File: config.mk
export PLATFORM = sky130hd
export DESIGN_NAME = wfetch_addrgen
export DESIGN_NICKNAME = d
export VERILOG_FILES = /design/src/rtl/wfetch_pkg.sv /design/src/rtl/wfetch_linelen.sv /design/src/rtl/wfetch_burst.sv /design/src/rtl/wfetch_addrgen.sv
export SDC_FILE = /design/constraint.sdc
export NUM_CORES = 1
export LEC_CHECK = 0
export BUFFER_PORTS_ARGS = -buffer_cell sky130_fd_sc_hd__buf_2
export CAP_MARGIN = 5
export CORE_MARGIN = 8
export CORE_UTILIZATION = 55
export CTS_CLUSTER_SIZE = 40
export DETAILED_ROUTE_END_ITERATION = 10
export PLACE_DENSITY = 0.86
export REMOVE_ABC_BUFFERS = 1
export SLEW_MARGIN = 20
export SYNTH_ARGS = -nofsm -noshare
export SYNTH_HDL_FRONTEND = slang
export SYNTH_HIERARCHICAL = 1
export SYNTH_SLANG_ARGS = --single-unit
File: constraint.sdc
create_clock -name clk -period 5.4 [get_ports clk]
set_input_delay 1.08 -clock clk [delete_from_list [all_inputs] [get_ports clk]]
set_output_delay 1.08 -clock clk [all_outputs]
set_load 0.02 [all_outputs]
File: src/rtl/wfetch_pkg.sv
package wfetch_pkg;
  localparam int WORD_BYTES = 8;
  typedef enum logic {BURST_SHORT = 1'b0, BURST_LONG = 1'b1} burst_cls_e;
endpackage

File: src/rtl/wfetch_linelen.sv
module wfetch_linelen #(
  parameter int PW  = 12,
  parameter int LBW = PW + 2
) (
  input  logic [5:0]     bpp,
  input  logic [PW-1:0]  width,
  output logic [LBW-1:0] line_bytes
);
  logic [LBW-1:0] wx;
  assign wx = LBW'(width);

  always_comb begin
    case (bpp)
      6'd1:    line_bytes = wx >> 3;
      6'd2:    line_bytes = wx >> 2;
      6'd4:    line_bytes = wx >> 1;
      6'd8:    line_bytes = wx;
      6'd16:   line_bytes = wx << 1;
      6'd32:   line_bytes = wx << 2;
      default: line_bytes = (wx << 1) + wx;  // 24 bpp and any unlisted code
    endcase
  end
endmodule

File: src/rtl/wfetch_burst.sv
module wfetch_burst
  import wfetch_pkg::*;
#(
  parameter int LBW         = 14,
  parameter int SHORT_WORDS = 4,
  parameter int LONG_WORDS  = 16,
  parameter int BEAT_W      = $clog2(LONG_WORDS + 1)
) (
  input  logic [LBW-1:0]    remaining,
  input  burst_cls_e        cls,
  output logic [LBW-1:0]    chunk,
  output logic [BEAT_W-1:0] beats
);
  localparam logic [LBW-1:0] SHORT_BYTES = LBW'(SHORT_WORDS * WORD_BYTES);
  localparam logic [LBW-1:0] LONG_BYTES  = LBW'(LONG_WORDS * WORD_BYTES);
  localparam int             WSH         = $clog2(WORD_BYTES);

  logic [LBW-1:0] full;
  logic [LBW:0]   rounded;

  assign full    = (cls == BURST_LONG) ? LONG_BYTES : SHORT_BYTES;
  assign chunk   = (remaining > full) ? full : remaining;
  assign rounded = {1'b0, chunk} + (LBW + 1)'(WORD_BYTES - 1);
  assign beats   = BEAT_W'(rounded >> WSH);
endmodule

File: src/rtl/wfetch_addrgen.sv
module wfetch_addrgen
  import wfetch_pkg::*;
#(
  parameter int AW          = 32,
  parameter int PW          = 12,
  parameter int SKW         = 16,
  parameter int NARROW_MAX  = 64,
  parameter int SHORT_WORDS = 4,
  parameter int LONG_WORDS  = 16,
  localparam int BEAT_W     = $clog2(LONG_WORDS + 1)
) (
  input  logic              clk,
  input  logic              rst_n,
  input  logic [AW-1:0]     cfg_start_addr,
  input  logic [AW-1:0]     cfg_end_addr,
  input  logic [SKW-1:0]    cfg_skip,
  input  logic [5:0]        cfg_bpp,
  input  logic [PW-1:0]     cfg_width,
  input  logic              chan_en,
  input  logic              frame_start,
  output logic              req_valid,
  input  logic              req_ready,
  output logic [AW-1:0]     req_addr,
  output logic [BEAT_W-1:0] req_beats
);
  localparam int LBW = PW + 2;

  logic              active;
  logic [AW-1:0]     cur_addr;
  logic [LBW-1:0]    rem;
  logic [LBW-1:0]    lb_q;
  burst_cls_e        cls_q;
  logic [LBW-1:0]    lb_now;
  burst_cls_e        cls_now;
  logic [LBW-1:0]    chunk;
  logic [BEAT_W-1:0] beats;
  logic              line_done;
  logic [AW-1:0]     line_next;

  wfetch_linelen #(.PW(PW), .LBW(LBW)) u_len (
    .bpp(cfg_bpp), .width(cfg_width), .line_bytes(lb_now)
  );

  assign cls_now = (cfg_width <= PW'(NARROW_MAX)) ? BURST_SHORT : BURST_LONG;

  wfetch_burst #(
    .LBW(LBW), .SHORT_WORDS(SHORT_WORDS), .LONG_WORDS(LONG_WORDS), .BEAT_W(BEAT_W)
  ) u_burst (
    .remaining(rem), .cls(cls_q), .chunk(chunk), .beats(beats)
  );

  assign line_done = (rem <= chunk);
  assign line_next = cur_addr + AW'(rem) + AW'(cfg_skip);

  always_ff @(posedge clk) begin
    if (!rst_n) begin
      active   <= 1'b0;
      cur_addr <= '0;
      rem      <= '0;
      lb_q     <= '0;
      cls_q    <= BURST_SHORT;
    end else if (!chan_en) begin
      active <= 1'b0;
    end else if (frame_start) begin
      cur_addr <= cfg_start_addr;
      rem      <= lb_now;
      lb_q     <= lb_now;
      cls_q    <= cls_now;
      active   <= (lb_now != '0) && (cfg_start_addr < cfg_end_addr);
    end else if (active && req_ready) begin
      if (!line_done) begin
        cur_addr <= cur_addr + AW'(chunk);
        rem      <= rem - chunk;
      end else begin
        cur_addr <= line_next;
        rem      <= lb_q;
        if (line_next >= cfg_end_addr) active <= 1'b0;
      end
    end
  end

  assign req_valid = active;
  assign req_addr  = cur_addr;
  assign req_beats = beats;

  assert_idle_when_off_R8: assert property (@(posedge clk) disable iff (!rst_n)
    !chan_en |=> !req_valid);

  assert_hold_R9: assert property (@(posedge clk) disable iff (!rst_n)
    (req_valid && !req_ready && chan_en && !frame_start)
      |=> (req_valid && $stable(req_addr) && $stable(req_beats)));

  assert_reload_R2: assert property (@(posedge clk) disable iff (!rst_n)
    (chan_en && frame_start) |=> (req_addr == $past(cfg_start_addr)));

  assert_below_end_R7: assert property (@(posedge clk) disable iff (!rst_n)
    req_valid |-> (req_addr < cfg_end_addr));

  assert_beats_range_R5: assert property (@(posedge clk) disable iff (!rst_n)
    req_valid |-> (req_beats != '0 && req_beats <= BEAT_W'(LONG_WORDS)));
endmodule

**After elaboration in Yosys (flattened, before gate mapping)**

Index checks and enable logic that the tools add are counted.

- Bits in registers: 62
- Input port bits: 103
- Output and inout port bits: 38
- Logic and storage cells: 46

- Add/subtract/negate cells: 6
- Order comparisons: 5
- Equality and inequality tests: 6
- Multiplexer cells: 14
- Reductions and logical operators: 10

Operators with widths:

| cell | number |
|---|---|
| $mux 32 | 3 |
| $pmux 14 s6 | 1 |
| $add 32x14->32 | 2 |
| $mux 14 | 4 |
| $add 32x16->32 | 1 |
| $ge 32x32->1 | 1 |
| $lt 32x32->1 | 1 |
| $add 13x12->14 | 1 |
| $gt 14x14->1 | 1 |
| $le 14x14->1 | 1 |
| $reduce_bool 14->1 | 1 |
| $sub 14x14->14 | 1 |
| $le 12x7->1 const B | 1 |
| $add 8x3->8 const B | 1 |
| $mux 8 | 1 |
| $eq 6x1->1 const B | 1 |
| $eq 6x2->1 const B | 1 |
| $eq 6x3->1 const B | 1 |
| $eq 6x4->1 const B | 1 |
| $eq 6x5->1 const B | 1 |
| $eq 6x6->1 const B | 1 |
| $reduce_and 2->1 | 3 |
| $reduce_bool 2->1 | 3 |
| $mux 1 | 5 |
| other kinds (2) | 3 |

**Logic depth before layout (Yosys ltp)**

Gate-level depths: netlist of run 1.

- Word-level depth: 7
- Mapped depth: 19
- Gate-level depth less buffers: 18

**Cells and area by module**

Netlist of run 1, hierarchy kept.

By module, submodules not included:

| module | instances | cells an instance | area an instance (sq um) | sequential area each (sq um) |
|---|---|---|---|---|
| wfetch_addrgen | 1 | 978 | 7462.2 | 1241.2 |
| wfetch_linelen | 1 | 149 | 1072.3 | 0.0 |
| wfetch_burst | 1 | 42 | 320.3 | 0.0 |

**Least setup slack after synthesis of run 1**

Ideal clock, no wire load.

- Path type: input to register
- Start: in cfg_skip[1]
- End: reg active (netlist: req_valid)
- Data arrival time: 4573 ps
- Slack: 748 ps
- Stages: 19
- Buffers on the path: 1
- Cells stage by stage: fa_1 ha_1 fa_1 a211oi_1 o21a_1 o21ai_2 a21oi_2 o21ai_2 buf_6 xnor2_1 ha_1 a21o_1 a21o_1 a21oi_1 o21ai_0 a21o_1 a21oi_1 o21ai_0 o211ai_1

- Word-level cells in the longest chain between the ends: 4

Ends and longest elaborated chain:

| what | RTL line | text |
|---|---|---|
| start, declared | wfetch_addrgen.sv:16 | `input logic [SKW-1:0] cfg_skip,` |
| $add 32x16->32 | wfetch_addrgen.sv:53 | `assign line_next = cur_addr + AW'(rem) + AW'(cfg_skip);` |
| $ge 32x32->1 | wfetch_addrgen.sv:77 | `if (line_next >= cfg_end_addr) active <= 1'b0;` |
| $reduce_bool 2->1 (no source line) | -- |  |
| $reduce_and 3->1 (no source line) | -- |  |
| end signal, assigned | wfetch_addrgen.sv:69 | `active <= (lb_now != '0) && (cfg_start_addr < cfg_end_addr);` |
| end, declared | wfetch_addrgen.sv:28 | `logic active;` |

No other way between the ends.
A chain may end at the register's enable or synchronous reset.

**Final worst setup path of run 1**

Same ends and word-level chain as after synthesis.

==> impl_summary.log, run 1 <==
[metrics] startpoint kind of the worst setup timing path: input port
[metrics] crit path max-delay cell type: fa_1
[metrics] die extent in y: between 100 and 150 um
[metrics] Reg power frac: 24.4%
[metrics] Int Power: between 1000 and 1500 uW
[metrics] data required time at the worst endpoint: about 5700 ps
[metrics] worst path bufs/invs: 1
[metrics] number of port buffers: between 100 and 150
[metrics] achievable clock frequency: between 200 and 250 MHz
[metrics] Hold WS: 452.4 ps
[metrics] clock latency on the worst-skew pair: 340 ps
[metrics] Iter 0 DRT Violations: 1,003
[metrics] switching part of the total power: between 40% and 50%
[metrics] static leakage: between 0.004 and 0.005 uW
[metrics] core area: 15,830 um^2
[metrics] final weighted congestion in routability-driven placement: 0.9560
[metrics] Synth cell types: 84
[metrics] Netlist Area Pre-Place: between 8000 and 9000 um^2
[metrics] actual transition at the worst max-transition pin: between 900 and 1000 ps
[metrics] cells along the critical path: buf_2 > fa_1 > ha_1 > fa_1 > a211oi_1 > o21a_1 > o21ai_2 > a21oi_2 > o21ai_2 > and4_2 > xor2_1 > ha_1 > a21o_1 > a21o_1 > a21oi_1 > o211ai_1 > a21oi_1 > o21ai_0 > o211ai_1
[metrics] DPL Wire Length: ~22 mm
[metrics] Finished Cell Area: ~10000 um^2
[metrics] setup clock skew after layout: around 7.8 ps
[metrics] area fraction in and, or, nand and nor cells after synthesis: roughly a fifth
[metrics] post-CTS setup buffer count: 0
[metrics] final count of pins violating max slew: 0
[metrics] clock-pin slew on the worst setup and hold paths: approximately 60 ps
[metrics] post-layout min period: between 4000 and 5000 ps
[metrics] flop and latch count out of synthesis: just over 60
[metrics] number of I/O pins: 141
[metrics] peak per-stage delay on the critical path: 470 ps
[metrics] Crit Path Category: in -> reg
[metrics] run status: finished clean
[metrics] antenna fix cells: 0
[metrics] number of placement rows: 46
[metrics] commonest register cell after synthesis: dfxtp_1
[metrics] final setup violating endpoints: 0
[metrics] critical path data arrival time: between 5000 and 6000 ps
[metrics] effective utilization at floorplan: between 50 and 60%
[metrics] share of final-layout standard cells stronger than drive strength 1: ~15%
[metrics] main combinational cell family by area after synthesis: compound AO/OA/AOI/OAI gates
[metrics] full die area: approximately 20,000 um^2
[metrics] Hold/Removal Path Class: reg -> reg
[metrics] clock tree from TritonCTS: done
[metrics] fraction of the mapped netlist area in compound gates: around 30%
[metrics] initial antenna violation count: 0
[metrics] number of gates resized after CTS: 0
[metrics] multi-input logic area: 7059 um^2
[metrics] worst relative slew slack: 35.93%
[metrics] Register Area: 1241 um^2
[metrics] fin worst setup slack: ~440 ps
[metrics] count of unresolved DRC violations after routing: 0
[metrics] largest delay contributor family on the critical path: compound AO/OA/AOI/OAI gates
[metrics] xor-xnor portion of the synthesized cell area: roughly 5.6%
[metrics] maximum fanout along the worst path: 5
[metrics] cell area power density: 222.1 nW/um^2
[metrics] number of global-route vias before repair: ~9,100
[metrics] CTS Buffer Depth: 2
[metrics] maximum number of pins on one net before global-route repair: between 40 and 50
[metrics] wirelength, routed: 28.25 mm
[metrics] setup repair after global routing missed its margin: false
[metrics] number of buffers added by the clock tree synthesis step: 9
[metrics] vias per inst: ~6.3
[metrics] Placed Instance Area: between 9000 and 10,000 um^2
[metrics] number of buffers inserted by hold repair at cts: 0
[metrics] routed length per instance: between 15 and 20 um
[metrics] count of fill cells added during filler insertion: approximately 1,400
[metrics] post-synthesis to final-layout area growth: 12.51%
[metrics] part of the power in the clock network: approximately 29%
[metrics] part of the total power dissipated in combinational logic: a little under half
[metrics] leftover overflow at the end of global routing: 0
[metrics] Max H-tree Level: 3
[metrics] # nets final: about 1,500
[metrics] total negative slack for setup checks: 0 ps
[metrics] Max-Cap Viols: 0
[metrics] Post-DRT Antenna Nets: 0
[metrics] total global routing track utilization: 26.95%
[metrics] share of synthesized area spent on multiplexers: ~1.6%
[metrics] power dissipated by switching net loads: around 900 uW
[metrics] Worst Setup Slack post-DPL: roughly 180 ps
[metrics] horizontal die dimension: approximately 140 um
[metrics] Final period util: 91.86%
[metrics] vias after detailed routing: between 9,000 and 10,000
[metrics] sequential area share after synthesis: around 14%
[metrics] Post-Synth Adder-Cell Area: between 20% and 30%
[metrics] Clock Sink Count: between 60 and 70
[metrics] cells after synthesis: approximately 1,200
[metrics] root buffer cell: clkbuf_16
[metrics] CP Capture Type: register
[metrics] number of enable-type register cells in the synthesized netlist: 0
[metrics] Synth Warn #: 6
[metrics] Async SR Flop Fraction: 0%
[metrics] global-route wire length before repair: between 40 and 50 mm
[metrics] leading cell type in the layout, fill and taps excluded: buf_2
[metrics] endpoints failing hold: 0
[metrics] most used cells in the layout excluding fill and tap cells: buf_2 (140), nand2_1 (134), ha_1 (124)
[metrics] First-pass DRT Iterations: 7
[metrics] Worst IR Drop VDD: ~0.18 mV
[metrics] syn avg cell area: 7.575 um^2
## kinds of logic after synthesis
family | count (synthesis)
AO/OA/AOI/OAI | 387
XOR/XNOR | 57
adder cells (fa/ha/maj) | 142
buffers and inverters | 135
flip-flops | 62
multiplexers | 13
other | 1
AND/OR/NAND/NOR | 372
## metal layers
| layer | wire length [um] | track usage [%] |
|---|---|---|
| met1 | 11610 | 34.72 |
| met2 | 12850 | 43.46 |
| met3 | 2830 | 4.107 |
| met4 | 956 | 12.36 |
| met5 | 0 | 0 |
## state kept, by name, summed over array words and instances, names as in the netlist
register / count
cls_q: 1
lb_q: 14
rem: 14
req_addr: 32
req_valid: 1
## worst register-to-register path, cell delays in order, from the launching register on
cell and delay, ps:
dfxtp_1 450, inv_1 120, ha_1 300, or3b_1 360
nor4b_2 220, o21a_2 320, mux2i_1 310, inv_1 70
ha_1 350, or2_2 140, nor2b_1 130, o31ai_1 140
a21oi_2 790, nor3_2 190, o311ai_4 510, mux2i_1 270
a31oi_1 120
## worst paths after layout
path	startpoint	to	slack, ps	cells after the start
worst min register to register	lb_q[0]	lb_q[0]	450	2
worst max register to register	cls_q	req_addr[20]	460	16
worst min-delay path	lb_q[0]	lb_q[0]	450	2
worst max-delay path	cfg_skip[1]	req_valid	440	19
## synth_stat cells (all sizes together), types with 30 or more instances
library cell  instances  area share [%]
nand2               134             5.7
ha                  124              18
a21oi                96             5.5
inv                  80             3.4
o21ai                73             4.2
dfxtp                62              14
nor2                 52             2.2
o211ai               42             3.6
nor3                 34             2.1
clkbuf               32             1.4
xnor2                32             3.2
a21o                 30             2.5
## per-stage QoR
stage	instances	power, uW	util [%]
3_5_place_dp	1485	1555	60.95
6_report	1501	2212	62.94
2_1_floorplan	1119	1250	-
5_1_grt	1501	2347	62.94
3_3_place_gp	1485	1524	60.95
4_1_cts	1501	2193	62.94
## power groups by stage
stage / logic (uW) / registers [uW] / clock network, uW
final: 1030 / 539 / 639
after global routing: 1140 / 543 / 661
after CTS: 1020 / 536 / 641
after detailed placement: 1010 / 546 / 0
after global placement: 979 / 545 / 0
after floorplan: 700 / 550 / 0
## cell type report
cell class / instances / area share (%)
clock buffer: 10 / 2.298
tap: 216 / 2.713
multi-input combinational: 977 / 70.86
timing repair buffer: 150 / 7.787
clock inverter: 6 / 0.8666
inverter: 80 / 3.014
sequential: 62 / 12.46
(Power assumes the default switching activity.)
==> run 2, diff against run 1 <==
CORE_UTILIZATION = 25   (was 55)
PLACE_DENSITY = 0.5   (was 0.86)
==> impl_summary.log, run 2 (synthesized netlist as in run 1, its figures left out) <==
[metrics] run status: finished clean
[metrics] count of unresolved DRC violations after routing: 0 (unchanged)
[metrics] count of fill cells added during filler insertion: 3,813 (+170%)
[metrics] setup clock skew after layout: 8.751 ps (+0.9741 ps)
[metrics] total negative slack for setup checks: 0 ps (unchanged)
[metrics] Worst Setup Slack post-DPL: 67.18 ps (-114.1 ps)
[metrics] root buffer cell: clkbuf_16
[metrics] post-CTS setup buffer count: 0 (unchanged)
[metrics] CP Capture Type: register
[metrics] core area: 35,220 um^2 (+120%)
[metrics] Max-Cap Viols: 0 (unchanged)
[metrics] routed length per instance: 18.97 um (+0.80%)
[metrics] horizontal die dimension: 204.2 um (+43%)
[metrics] First-pass DRT Iterations: 8 (+1)
[metrics] full die area: 41,700 um^2 (+100%)
[metrics] endpoints failing hold: 0 (unchanged)
[metrics] static leakage: 0.004549 uW (+0.52%)
[metrics] number of buffers inserted by hold repair at cts: 0 (unchanged)
[metrics] data required time at the worst endpoint: 5670 ps (about the same)
[metrics] CTS Buffer Depth: 2 (unchanged)
[metrics] number of port buffers: 140 (unchanged)
[metrics] Iter 0 DRT Violations: 672 (-33%)
[metrics] global-route wire length before repair: 52.18 mm (+17%)
[metrics] final setup violating endpoints: 0 (unchanged)
[metrics] leftover overflow at the end of global routing: 0 (unchanged)
[metrics] Worst IR Drop VDD: 0.1127 mV (-36%)
[metrics] number of placement rows: 69 (+50%)
[metrics] number of global-route vias before repair: 9,324 (+2.8%)
[metrics] cell area power density: 219.6 nW/um^2 (-1.1%)
[metrics] total global routing track utilization: 15.56% (-11 points)
[metrics] leading cell type in the layout, fill and taps excluded: buf_2
[metrics] Crit Path Category: reg -> reg
[metrics] # nets final: 1,529 (+0.26%)
[metrics] vias per inst: 5.341 (-16%)
[metrics] clock-pin slew on the worst setup and hold paths: 60 ps (about the same)
[metrics] vias after detailed routing: 9,352 (-1.6%)
[metrics] maximum number of pins on one net before global-route repair: 47 (unchanged)
[metrics] setup repair after global routing missed its margin: false
[metrics] effective utilization at floorplan: 25.14% (-31 points)
[metrics] clock latency on the worst-skew pair: 360 ps (+20 ps)
[metrics] number of buffers added by the clock tree synthesis step: 9 (unchanged)
[metrics] Post-DRT Antenna Nets: 0 (unchanged)
[metrics] startpoint kind of the worst setup timing path: register
[metrics] Max H-tree Level: 3 (unchanged)
[metrics] number of I/O pins: 141 (unchanged)
[metrics] clock tree from TritonCTS: done
[metrics] post-synthesis to final-layout area growth: 16.43%
[metrics] fin worst setup slack: 371.1 ps (-68.55 ps)
[metrics] final core utilization: 29.27% (-34 points)
[metrics] initial antenna violation count: 1 (+1)
[metrics] critical path data arrival time: 5300 ps (+80 ps)
[metrics] number of flip-flops in the largest register: 32 (unchanged)
[metrics] actual transition at the worst max-transition pin: 950.0 ps (-8.616 ps)
[metrics] worst relative slew slack: 36.51% (+0.58 points)
[metrics] Hold/Removal Path Class: reg -> reg
[metrics] DPL Wire Length: 26.26 mm (+20%)
[metrics] share of final-layout standard cells stronger than drive strength 1: 15.59% (+0.26 points)
[metrics] maximum fanout along the worst path: 13 (+8)
[metrics] final count of pins violating max slew: 0 (unchanged)
[metrics] wirelength, routed: 33.21 mm (+18%)
[metrics] most used cells in the layout excluding fill and tap cells: buf_2 (140), nand2_1 (134), ha_1 (124)
[metrics] Final period util: 93.13% (+1.3 points)
[metrics] Clock Sink Count: 62 (unchanged)
[metrics] number of gates resized after CTS: 0 (unchanged)
[metrics] post-layout min period: 5029 ps (+68.55 ps)
[metrics] final weighted congestion in routability-driven placement: 0.8779 (-8.2%)
[metrics] achievable clock frequency: 198.9 MHz (-1.4%)
[metrics] die extent in y: 204.2 um (+43%)
## run 2: cell count changes in the layout (fill, tap and decap cells not counted)
cell      change
buf_4         +4
clkbuf_8      +1
clkinv_2      -1
clkinv_4      -1
diode_2       +1
inv_6         +1
## run 2: critical path: stages (launching register included)
cell and delay [ps]:
dfxtp_1 450, inv_1 130, ha_1 310, or3b_1 370, nor4b_2 280, o21a_2 350
and2_1 190, ha_1 210, inv_1 70, fa_1 410, nand2b_1 190, a21oi_1 270
o41ai_2 170, o21a_1 260, nor4_1 630, nor3_1 250, o211a_1 280, o32ai_1 110
## run 2: final cells by class
class	instances	area (um^2)	area share (%)
Multi-Input combinational cell	977	7059	68.47
Clock inverter	5	81.33	0.7888
Sequential cell	62	1241	12.04
Clock buffer	11	242.7	2.354
Inverter	80	300.3	2.913
Timing Repair Buffer	154	805.8	7.816
Tap cell	461	576.8	5.595
Antenna cell	1	2.502	0.02427
## run 2: final timing paths
path	from	endpoint	slack, ps	cells past startpoint
worst max-delay path	cls_q	req_addr[22]	370	17
worst min-delay path	lb_q[1]	lb_q[1]	450	2
worst max register to register	cls_q	req_addr[22]	370	17
worst min register to register	lb_q[1]	lb_q[1]	450	2
## run 2: power by group
part	internal [uW]	switching, uW	leakage (uW)	total [uW]
Clock	418	258	0.000156	676
Combinational	422	627	0.00389	1050
Sequential	487	52.0	0.000506	539
## run 2: per-layer routing
metal	global-route usage (%)	vias to the layer above	share of wire [%]
li1	-	4557	-
met1	20.82	4465	46
met2	25.85	287	47
met3	1.585	43	4.7
met4	5.040	0	2.3
met5	0	-	0
## run 2: through the flow
stage | cells | hold WS (ps) | power [uW] | area [um^2]
final | 1751 | 454.4 | 2264 | 10310
after CTS | 1750 | 456.8 | 2276 | 10310
after detailed placement | 1734 | 447.5 | 1593 | 9983
after global placement | 1734 | 440.7 | 1584 | 9983
after global routing | 1750 | 477.9 | 2421 | 10310
after floorplan | 1119 | 431.7 | 1250 | 8601
